$ cat config.mk
export PLATFORM = sky130hd
export DESIGN_NAME = pn_word_gen
export DESIGN_NICKNAME = d
export VERILOG_FILES = /design/src/rtl/pn_pkg.sv /design/src/rtl/pn_ctrl.sv /design/src/rtl/pn_lfsr_core.sv /design/src/rtl/pn_word_gen.sv
export SDC_FILE = /design/constraint.sdc
export NUM_CORES = 1
export LEC_CHECK = 0
export BUFFER_PORTS_ARGS = -buffer_cell sky130_fd_sc_hd__buf_4
export CAP_MARGIN = 0
export CORE_MARGIN = 4
export CORE_UTILIZATION = 60
export DETAILED_ROUTE_END_ITERATION = 6
export PLACE_DENSITY = 0.8
export SYNTH_ARGS = -nofsm -noshare
export SYNTH_HDL_FRONTEND = slang
export SYNTH_SLANG_ARGS = --single-unit
$ cat constraint.sdc
create_clock -name clk -period 3.7 [get_ports clk]
set_input_delay 0.74 -clock clk [delete_from_list [all_inputs] [get_ports clk]]
set_output_delay 0.74 -clock clk [all_outputs]
set_load 0.1 [all_outputs]
$ cat src/rtl/pn_pkg.sv
package pn_pkg;

    // Width of one parallel output word (serial bits per enabled clock).
    localparam int PN_WORD_W = 12;

    typedef logic [PN_WORD_W-1:0] pn_word_t;

    typedef enum logic {
        SEQ_SHORT = 1'b0,
        SEQ_LONG  = 1'b1
    } pn_seq_e;

    // Per-cycle control decided from the strobes.
    typedef struct packed {
        logic    reseed;   // reload the all-ones seed
        logic    advance;  // produce a word and step the selected register
        pn_seq_e seq;      // sequence in use this cycle
    } pn_ctl_t;

    // First word of a Fibonacci register of length len, taps len and tap,
    // seeded with all ones.  Used as a constant by the assertions.
    function automatic pn_word_t pn_first_word(input int len, input int tap);
        logic [31:0] r;
        pn_word_t    w;
        logic        fb;
        r = '0;
        w = '0;
        for (int i = 0; i < 32; i++) begin
            if (i < len) r[i] = 1'b1;
        end
        for (int k = 0; k < PN_WORD_W; k++) begin
            w[PN_WORD_W-1-k] = r[len-1];
            fb = r[len-1] ^ r[tap-1];
            r  = {r[30:0], fb};
        end
        return w;
    endfunction

endpackage

$ cat src/rtl/pn_ctrl.sv
module pn_ctrl
    import pn_pkg::*;
(
    input  logic    clk,
    input  logic    rst,
    input  logic    en,
    input  logic    restart,
    input  logic    sel_long,
    output pn_ctl_t ctl
);

    pn_seq_e sel_now;
    pn_seq_e sel_q;

    assign sel_now = sel_long ? SEQ_LONG : SEQ_SHORT;

    // Remember the select from the previous edge to spot a switch.
    always_ff @(posedge clk) begin
        if (rst) sel_q <= sel_now;
        else     sel_q <= sel_now;
    end

    always_comb begin
        ctl.seq     = sel_now;
        ctl.advance = en;
        ctl.reseed  = restart | (sel_now != sel_q);
    end

endmodule

$ cat src/rtl/pn_lfsr_core.sv
module pn_lfsr_core
    import pn_pkg::*;
#(
    parameter int LEN = 9,
    parameter int TAP = 5
) (
    input  logic     clk,
    input  logic     rst,
    input  logic     reseed,
    input  logic     advance,
    output pn_word_t word
);

    localparam logic [LEN-1:0] SEED = {LEN{1'b1}};

    logic [LEN-1:0] state_q;
    logic [LEN-1:0] chain [PN_WORD_W+1];

    // A reseed on the same edge starts the word from the seed.
    assign chain[0] = reseed ? SEED : state_q;

    // Twelve serial steps unrolled; stage LEN (bit LEN-1) is the output.
    for (genvar k = 0; k < PN_WORD_W; k++) begin : g_step
        assign word[PN_WORD_W-1-k] = chain[k][LEN-1];
        assign chain[k+1] = {chain[k][LEN-2:0], chain[k][LEN-1] ^ chain[k][TAP-1]};
    end

    always_ff @(posedge clk) begin
        if (rst)          state_q <= SEED;
        else if (advance) state_q <= chain[PN_WORD_W];
        else if (reseed)  state_q <= SEED;
    end

    // a maximal-length register never locks up at all zeros.
    p_state_live_r2: assert property (@(posedge clk) disable iff (rst)
        state_q != '0);

endmodule

$ cat src/rtl/pn_word_gen.sv
module pn_word_gen
    import pn_pkg::*;
#(
    parameter int SHORT_LEN = 9,
    parameter int SHORT_TAP = 5,
    parameter int LONG_LEN  = 23,
    parameter int LONG_TAP  = 18
) (
    input  logic                 clk,
    input  logic                 rst,
    input  logic                 en,
    input  logic                 sel_long,
    input  logic                 restart,
    output logic [PN_WORD_W-1:0] word_o
);

    localparam pn_word_t FIRST_SHORT = pn_first_word(SHORT_LEN, SHORT_TAP);
    localparam pn_word_t FIRST_LONG  = pn_first_word(LONG_LEN, LONG_TAP);

    pn_ctl_t  ctl;
    pn_word_t word_s;
    pn_word_t word_l;
    logic     adv_s;
    logic     adv_l;

    pn_ctrl u_ctrl (
        .clk      (clk),
        .rst      (rst),
        .en       (en),
        .restart  (restart),
        .sel_long (sel_long),
        .ctl      (ctl)
    );

    // Only the selected register steps; both take a reseed.
    assign adv_s = ctl.advance && (ctl.seq == SEQ_SHORT);
    assign adv_l = ctl.advance && (ctl.seq == SEQ_LONG);

    pn_lfsr_core #(.LEN(SHORT_LEN), .TAP(SHORT_TAP)) u_short (
        .clk     (clk),
        .rst     (rst),
        .reseed  (ctl.reseed),
        .advance (adv_s),
        .word    (word_s)
    );

    pn_lfsr_core #(.LEN(LONG_LEN), .TAP(LONG_TAP)) u_long (
        .clk     (clk),
        .rst     (rst),
        .reseed  (ctl.reseed),
        .advance (adv_l),
        .word    (word_l)
    );

    always_ff @(posedge clk) begin
        if (rst)              word_o <= '0;
        else if (ctl.advance) word_o <= (ctl.seq == SEQ_LONG) ? word_l : word_s;
    end

    // no enable, no change on the output.
    p_hold_idle_r5: assert property (@(posedge clk) disable iff (rst)
        !en |=> $stable(word_o));

    // restart together with enable emits the first word at once.
    p_restart_first_r6: assert property (@(posedge clk) disable iff (rst)
        (restart && en) |=>
            word_o == ($past(sel_long) ? FIRST_LONG : FIRST_SHORT));

    // an enabled edge that sees a new select emits that sequence's first word.
    p_switch_first_r7: assert property (@(posedge clk) disable iff (rst)
        (en && (sel_long != $past(sel_long))) |=>
            word_o == ($past(sel_long) ? FIRST_LONG : FIRST_SHORT));

endmodule

* Word-level counts from Yosys, hierarchy flattened
Index checks and enable logic that the tools add are counted.
** Storage, ports and cells
- Logic and storage cells :: 39
- Output and inout port bits :: 12
- Input bits :: 5
- Flip-flop bits (word level) :: 45
** Cells by class
- Eq/ne operators :: 1
- Multiplexer cells :: 6
- Reductions and logical operators :: 2
- Bitwise gates (word level) :: 26
** Operators by type and width (count)
- $mux W23 :: 2
- $xor A1 B1 Y1 :: 24
- $mux W9 :: 2
- $mux W12 :: 1
- $logic_and A1 B1 Y1 :: 2
- $mux W1 :: 1
- $ne A1 B1 Y1 :: 1
- $not A1 Y1 :: 1
- $or A1 B1 Y1 :: 1

* Longest topological paths before layout
Gate-level depths: netlist of the first run.
- Depth after elaboration :: 8
- Gate-level depth with buffers :: 6
- Mapped depth without buffers :: 3

* By module
Synthesis of the first run repeated with hierarchy kept, for this count alone.
** Second synthesis, totals
- Cell total of the unflattened synthesis :: 225
- Area, all modules :: 2306.0 µm²
** By module, submodules not included
- pn_lfsr_core (u_long) :: sequential area each 460.4 µm², times used 1, cells an instance 104, area an instance 1088.5 µm²
- pn_lfsr_core (u_short) :: sequential area each 180.2 µm², times used 1, cells an instance 60, area an instance 605.6 µm²
- pn_word_gen :: sequential area each 240.2 µm², times used 1, cells an instance 56, area an instance 561.8 µm²
- pn_ctrl :: sequential area each 20.0 µm², times used 1, cells an instance 5, area an instance 50.0 µm²

* Least setup slack after synthesis of the first run
No wires, ideal clock.
- Kind :: input port to flip-flop
- Start point :: in sel_long
- End point :: reg u_long.state_q[11]
- Stages :: 6
- Buffers on the path :: 3
- Library setup time :: 122 ps
- Arrival time :: 1899 ps
- Slack :: 1679 ps
- Required time :: 3578 ps
- Cell sequence :: buf_6 > and2_0 > clkbuf_1 > or3_4 > buf_6 > o32a_1
** On the way
- Longest elaborated chain between the ends :: 6
- Elaborated cells on any way between the ends :: 7
- Those cells by class :: eq/ne (1); mux (3); bitwise (2); reduce/logical (1)
** RTL lines
- from (decl) :: line pn_word_gen.sv:12 : input logic sel_long,
- $mux W1 * :: line pn_ctrl.sv:15 : assign sel_now = sel_long ? SEQ_LONG : SEQ_SHORT;
- $ne A1 B1 Y1 :: line pn_ctrl.sv:26 : ctl.reseed = restart | (sel_now != sel_q);
- $or A1 B1 Y1 :: line pn_ctrl.sv:26
- $mux W23
- $xor A1 B1 Y1 :: line pn_lfsr_core.sv:25 : assign chain[k+1] = {chain[k][LEN-2:0], chain[k][LEN-1] ^ chain[k][TAP-1]};
- $mux W23 * :: line pn_lfsr_core.sv:30 : else if (advance) state_q <= chain[PN_WORD_W];
- to (signal assigned) :: line pn_lfsr_core.sv:30
- to (decl) :: line pn_lfsr_core.sv:16 : logic [LEN-1:0] state_q;
Every way passes the cells marked *; elsewhere a longest branch is shown, timed or not.
A chain may end at the register's enable or synchronous reset.

* Worst setup path after layout of the first run
- Start point :: in sel_long
- End point :: reg u_long.state_q[1]
Same word-level chain as after synthesis.

==> results.md, run 1 <==
* Clk Latency, worst-skew pair at 0.35 ns
* Netlist cell types at 33
* ANT nets after route at 0
* CP Launch Point: sel_long
* Port bufs at 16
* Routed wire per std cell at 15.5 µm
* FP Rows at 21
* GR Overflow Total at 0
* Post-synthesis sequential area ratio at 43.3%
* Critical path class: input pin to flop
* Worst reg2reg startpoint: u_ctrl.sel_q
* Clock tree from TritonCTS: yes
* Cell Area, Synth at 2080 µm²
* Count leader, synth: dfxtp_1
* Die height at 66.9 µm
* Synth area leader: dfxtp_1
* Hold WC Path Type: flop to flop
* Max clock buf depth at 2
* Hold buffers post-CTS at 0
* Count of non-filler cells in the finished layout at 287
* Final period util at 49.1%
* Iteration count of the initial detailed-routing pass at 4
* Die area at 4470 µm²
* Yosys Warn Count at 0
* Initial antenna violation count at 0
* Fin. Hold Viols at 0
* Diodes inserted at 0
* Avg Cell Area, Syn at 8.85 µm²
* Hold_sp: u_long.state_q[4]
* Htree depth at 2
* Worst EP arrival at 2.07 ns
* Util after Layout at 68.0%
* Chip Width at 66.9 µm
* CTS root buf: clkbuf_4
* Routability congestion estimate at 0.812
* CTS Buf Count at 5
* Mapped Cells at 235
* Place WS at 1.51 ns
* Post-cts sizing count at 0
* Ports at 17
* Critical Path Start Type: input pin
* Leakage at 0.000845 µW
* Vias at 1,698
* Worst-path maximum fanout at 25
* Initial Utilization at 62.3%
* Slew margin rel. at 52.2%
* Area added between synthesis and finish at 9.09%
* Top_reg_cell synth: dfxtp_1
* Pwr Density at 448 nW/µm²
* Total track usage at 21.6%
* Register area at 901 µm²
* CP endpoint: u_long.state_q[1]
* Maximum vdd drop at 0.372 mV
* R2R Setup Slk at 1.96 ns
* Nets at 245
* Area of the core at 3340 µm²
* First-pass GRT wire length at 7360 µm
* Slew at the pin closest to its max-slew limit at 0.715 ns
* Final setup vio count at 0
* Max-cap viol count at 0
* Vias in the first global route at 1,499
* # Post-CTS Setup Buffers at 0
* Fill count at 278
* Number of flops mapped to enable cells by yosys at 0
* Asr flop ratio synth at 0%
* Unrepaired setup endpoints after global routing: false
* FF-to-FF path depth at 4
* Multi-input gate area at 1080 µm²
* Top post-synthesis cells by count: 45 x dfxtp_1, 29 x nand2_1, 18 x xnor2_1
* Clk_skew at 0.0101 ns
* Vias/cell at 5.92
* Setup TNS at 0 ns
* Aggregate routed wire length at 4460 µm
* CP required at 3.95 ns
* Final Slew Violations at 0
* Synth area leaders: dfxtp_1 43%, xnor2_1 7.6%, o32a_1 5.8%
* Top cell type's share of synthesized area at 43.3%
* 1st-iter DRT viols at 139
* Number of remaining DRC errors at 0
* Crit. End Element: flop
* FF+latch count, synth at 45
* Largest net degree at the start of global routing at 34
* Achievable Freq at 550 MHz
* # placed instances at 279
* FF-to-FF End: u_long.state_q[1]
* Clk slew on worst S/H paths at 0.13 ns
* DP Wirelength at 2960 µm
* Worst setup margin at 1.88 ns
* Tmin final at 1.82 ns
* Post-Syn Nets at 240
* Share of cells above drive strength 1 at 12.4%
* Clock tree sinks at 45
* Status: finished clean
-- registers in the layout, summed over array words and instances, names as in the netlist --
register / flops
u_ctrl.sel_q: 1
u_short.state_q: 9
u_long.state_q: 23
word_o: 12
-- critical path, stage by stage --
cell and delay (ns):
buf_4 0.16, xor2_2 0.20, buf_4 0.24, or3_4 0.42
o32a_1 0.30
-- layout make-up --
type	count	area share [%]
clock buffer	6	1.82
sequential	45	39.7
timing repair buffer	19	6.29
tap	46	2.54
multi-input combinational	168	47.8
inverter	1	0.165
clock inverter	2	1.71
-- per-layer routing --
layer,vias to the layer above,routed length (µm),GRT usage [%]
met4,0,64,7.85
met1,794,2200,31.1
met5,-,0,0
li1,850,-,-
met2,48,1980,31.6
met3,6,221,4.72
-- cell families after synthesis --
| kind of cell | Yosys count | share of synthesized area (%) |
|---|---|---|
| DFF | 45 | 43.3 |
| AOI/OAI and AO/OA | 60 | 20.6 |
| and+or+nand+nor | 84 | 21.0 |
| buffers and inverters | 22 | 4.93 |
| xor gates and xnor gates | 24 | 10.1 |
-- per-stage QoR --
step | hold slack (ns) | total power (µW) | instance area [µm²]
after floorplan | 0.440 | 689 | 2080
after global placement | 0.458 | 724 | 2190
after detailed placement | 0.462 | 726 | 2190
after CTS | 0.489 | 1020 | 2270
after global routing | 0.513 | 1060 | 2270
final | 0.492 | 1020 | 2270
-- power breakdown --
part	internal [µW]	switching, µW	total (µW)
logic	54.0	137	191
clock network	144	155	299
registers	507	19.6	527
total	705	312	1020
-- worst min path at each step --
stage                         end  slack [ns]  cells after the start
6_report       u_long.state_q[16]        0.49                      2
5_1_grt        u_long.state_q[16]        0.51                      2
4_1_cts        u_long.state_q[12]        0.49                      2
3_5_place_dp   u_long.state_q[16]        0.46                      2
3_3_place_gp   u_long.state_q[16]        0.46                      2
2_1_floorplan  u_long.state_q[13]        0.44                      2
-- layout by cell type, fill, tap and decap left out, drive strengths merged --
cell / Yosys / routed
a31oi: 12 / 12
xor2: 6 / 6
o21ai: 14 / 14
o211ai: 4 / 4
and2: 3 / 3
or3: 2 / 2
a41oi: 1 / 1
nand2: 29 / 29
a21o: 2 / 2
a2111oi: 2 / 2
and3b: 2 / 2
or2: 1 / 1
nor3: 14 / 14
o32a: 12 / 12
bufinv: 0 / 1
xnor2: 18 / 18
nor4b: 1 / 1
a21oi: 2 / 2
nor2b: 1 / 1
nand3b: 1 / 1
inv: 1 / 1
a211oi: 1 / 1
nand3: 12 / 12
o31ai: 10 / 10
dfxtp: 45 / 45
or4: 1 / 1
buf: 5 / 19
nand2b: 15 / 15
nor2: 2 / 2
clkinv: 0 / 1
clkbuf: 16 / 6
(Power assumes the default switching activity.)
==> run 2, diff against run 1 <==
--- a/config.mk
+++ b/config.mk
@@ -5,12 +5,13 @@
 export SDC_FILE = /design/constraint.sdc
 export NUM_CORES = 1
 export LEC_CHECK = 0
+export ABC_AREA = 1
 export BUFFER_PORTS_ARGS = -buffer_cell sky130_fd_sc_hd__buf_4
 export CAP_MARGIN = 0
 export CORE_MARGIN = 4
-export CORE_UTILIZATION = 60
+export CORE_UTILIZATION = 53
 export DETAILED_ROUTE_END_ITERATION = 6
-export PLACE_DENSITY = 0.8
+export PLACE_DENSITY = 0.75
 export SYNTH_ARGS = -nofsm -noshare
 export SYNTH_HDL_FRONTEND = slang
 export SYNTH_SLANG_ARGS = --single-unit
==> constraint.sdc (replaced) <==
create_clock -name clk -period 1.6 [get_ports clk]
set_input_delay 0.32 -clock clk [delete_from_list [all_inputs] [get_ports clk]]
set_output_delay 0.32 -clock clk [all_outputs]
set_load 0.1 [all_outputs]
==> results.md, run 2 <==
* Crit. End Element: flop
* Most frequent cells in the layout: 85 x nand2_1, 45 x dfxtp_1, 30 x inv_1, 26 x buf_4, 24 x o21ai_0
* Max-cap viol count at 0 (unchanged)
* Worst path cell trace: inv_1 -> nand2_1 -> nand2_4 -> buf_12 -> nor2_4 -> nand2_1 -> nand2_2 -> nand2_1 -> nand3_1 -> nand2_1
* Clk Latency, worst-skew pair at 0.30 ns (-0.05 ns)
* First-pass GRT wire length at 8690 µm (+18%)
* Worst path top cell family by delay: simple AND/OR/NAND/NOR gates
* Htree depth at 2 (unchanged)
* Post-synthesis sequential area ratio at 40.9% (-2.4 points)
* Vias at 1,996 (+18%)
* Share of cells above drive strength 1 at 18.0% (+5.6 points)
* Synth area leaders: dfxtp_1 41%, nand2_1 14%, o21ai_0 5.7%
* Hold Path End: u_ctrl.sel_q
* Tmin final at 1.45 ns
* CTS Buf Count at 5 (unchanged)
* Maximum vdd drop at 0.495 mV (+33%)
* R2R Setup Slk at 0.15 ns (-1.81 ns)
* Die height at 72.4 µm (+8.3%)
* FF+latch count, synth at 45 (unchanged)
* Die area at 5250 µm² (+17%)
* Top cell type's share of synthesized area at 40.9% (-2.4 points)
* Cell Area, Synth at 2200 µm² (+5.8%)
* Ports at 17 (unchanged)
* Post-Syn Nets at 319 (+33%)
* Worst-path maximum fanout at 14 (-44%)
* FF-to-FF path depth at 10 (+6)
* Iteration count of the initial detailed-routing pass at 4 (unchanged)
* Multi-input gate area at 1100 µm² (+1.3%)
* Vias/cell at 5.21 (-12%)
* WP buf/inv at 2 (unchanged)
* Most common cell after layout, fill and taps aside: nand2_1
* Initial Utilization at 55.0% (-7.3 points)
* Clk slew on worst S/H paths at 0.08 ns (-0.05 ns)
* Register area at 901 µm² (unchanged)
* Area of the core at 4000 µm² (+20%)
* Setup TNS at 0 ns (unchanged)
* Top_reg_cell synth: dfxtp_1
* Pwr Density at 955 nW/µm² (+110%)
* Final period util at 90.5%
* Count leader, synth: nand2_1
* Post-cts sizing count at 0 (unchanged)
* Status: finished clean
* Achievable Freq at 691 MHz
* Routability congestion estimate at 0.862 (+6.2%)
* Critical path class: flop to flop
* Routed wire per std cell at 12.8 µm (-17%)
* Netlist cell types at 28 (-15%)
* Most frequent CP cell: nand2_1
* Nets at 337 (+38%)
* Aggregate routed wire length at 4920 µm (+10%)
* Worst EP arrival at 1.64 ns (-0.43 ns)
* Leakage at 0.00107 µW (+27%)
* GR Overflow Total at 0 (unchanged)
* Area added between synthesis and finish at 13.4%
* Fin. Hold Viols at 0 (unchanged)
* Hold path cells at 1 (-1)
* CTS root buf: clkbuf_8
* Unrepaired setup endpoints after global routing: false
* Largest net degree at the start of global routing at 35 (+2.9%)
* Hold Slack at 0.160 ns (-0.332 ns)
* Chip Width at 72.4 µm (+8.3%)
* Vias in the first global route at 1,933 (+29%)
* Clock tree from TritonCTS: yes
* Number of flops mapped to enable cells by yosys at 0 (unchanged)
* Hold_sp: sel_long
* Slew at the pin closest to its max-slew limit at 0.360 ns (-0.355 ns)
* Hold buffers post-CTS at 0 (unchanged)
* 1st-iter DRT viols at 165 (+19%)
* ANT nets after route at 0 (unchanged)
* Critical Path Start Type: flop
* Initial antenna violation count at 0 (unchanged)
* Max clock buf depth at 2 (unchanged)
* Synth area leader: dfxtp_1
* # Post-CTS Setup Buffers at 0 (unchanged)
* Asr flop ratio synth at 0% (unchanged)
* Largest Register: u_long.state_q
* FP Rows at 23 (+9.5%)
* Largest register FFs at 23 (unchanged)
* Largest regs: u_long.state_q (23), word_o (12), u_short.state_q (9)
* Top post-synthesis cells by count: 85 x nand2_1, 45 x dfxtp_1, 30 x inv_1
* Mapped Cells at 314 (+34%)
* Port bufs at 16 (unchanged)
* Fill count at 385 (+38%)
* DP Wirelength at 3530 µm (+19%)
* Yosys Warn Count at 0 (unchanged)
* Max incr delay on CP at 0.39 ns (-0.03 ns)
* Hold WC Path Type: input pin to flop
* Avg Cell Area, Syn at 7.01 µm² (-21%)
* CP required at 1.79 ns (-2.16 ns)
* Diodes inserted at 0 (unchanged)
* Total track usage at 20.8% (-0.80 points)
* Slowest CP cell: dfxtp_1
* Worst reg2reg startpoint: u_ctrl.sel_q
* Clock tree sinks at 45 (unchanged)
* Final setup vio count at 0 (unchanged)
* Final Slew Violations at 0 (unchanged)
* Clk_skew at 0.00906 ns (-0.000996 ns)
* FF-to-FF End: u_short.state_q[5]
* Number of remaining DRC errors at 0 (unchanged)
* Slew margin rel. at 76.0% (+24 points)
## run 2: cell count changes in the layout (fill, tap and decap cells not counted), sizes merged, moves of 10 or more
cell	previous run	this run
xnor2	18	1
a21oi	2	21
inv	1	32
o32a	12	0
a31oi	12	2
nand2b	15	0
o31ai	10	0
o21ai	14	35
nor2	2	30
nor3	14	0
nand2	29	89
nand3	12	22
## run 2: worst max-delay path by stage
stage                 startpoint                 end  depth (start not counted)
floorplan              word_o[1]           word_o[1]                          3
global placement        sel_long  u_short.state_q[0]                         11
detailed placement      sel_long  u_short.state_q[0]                         11
CTS                 u_ctrl.sel_q  u_short.state_q[5]                         10
global route        u_ctrl.sel_q  u_short.state_q[3]                         10
finish              u_ctrl.sel_q  u_short.state_q[5]                         10
## run 2: logic make-up (layout without fill, tap and decap cells)
| kind of cell | count (synthesis) | after routing | synth area share, % |
|---|---|---|---|
| and+or+nand+nor | 151 | 151 | 31.0 |
| AOI/OAI and AO/OA | 67 | 67 | 18.0 |
| buffers and inverters | 49 | 68 | 9.32 |
| DFF | 45 | 45 | 40.9 |
| xor gates and xnor gates | 2 | 2 | 0.796 |
## run 2: layout make-up
type / instances / share of cell area (%)
tap: 50 / 2.51
multi-input combinational: 220 / 44.0
clock buffer: 8 / 3.21
sequential: 45 / 36.1
inverter: 32 / 4.81
timing repair buffer: 28 / 9.42
## run 2: routing by layer
layer / GRT usage [%] / share of wire [%] / vias up
met3: 4.57 / 2.9 / 8
met1: 28.0 / 46 / 909
li1: - / - / 1048
met4: 6.76 / 1.4 / 0
met5: 0 / 0 / -
met2: 33.4 / 49 / 31
## run 2: worst reg2reg max path, stage by stage, from the launching register on
cell and delay [ns]:
dfxtp_1 0.39, inv_1 0.05, nand2_1 0.12, nand2_4 0.11, buf_12 0.17, nor2_4 0.12, nand2_1 0.12, nand2_2 0.10
nand2_1 0.05, nand3_1 0.06, nand2_1 0.06
## run 2: where the power goes
| group | internal, µW | total, µW | switching (µW) |
|---|---|---|---|
| logic | 138 | 489 | 351 |
| registers | 1180 | 1220 | 36.6 |
| clock network | 311 | 676 | 366 |
## run 2: stage by stage
stage / util [%] / cells / cell area (µm²) / worst slack [ns] / power (µW)
after floorplan: - / 314 / 2200 / 0.248 / 1610
after global placement: 60.3 / 375 / 2410 / 0.125 / 1730
after detailed placement: 60.3 / 375 / 2410 / 0.0976 / 1730
after CTS: 62.3 / 383 / 2490 / 0.165 / 2400
after global routing: 62.4 / 383 / 2500 / 0.00555 / 2490
final: 62.4 / 383 / 2500 / 0.153 / 2380
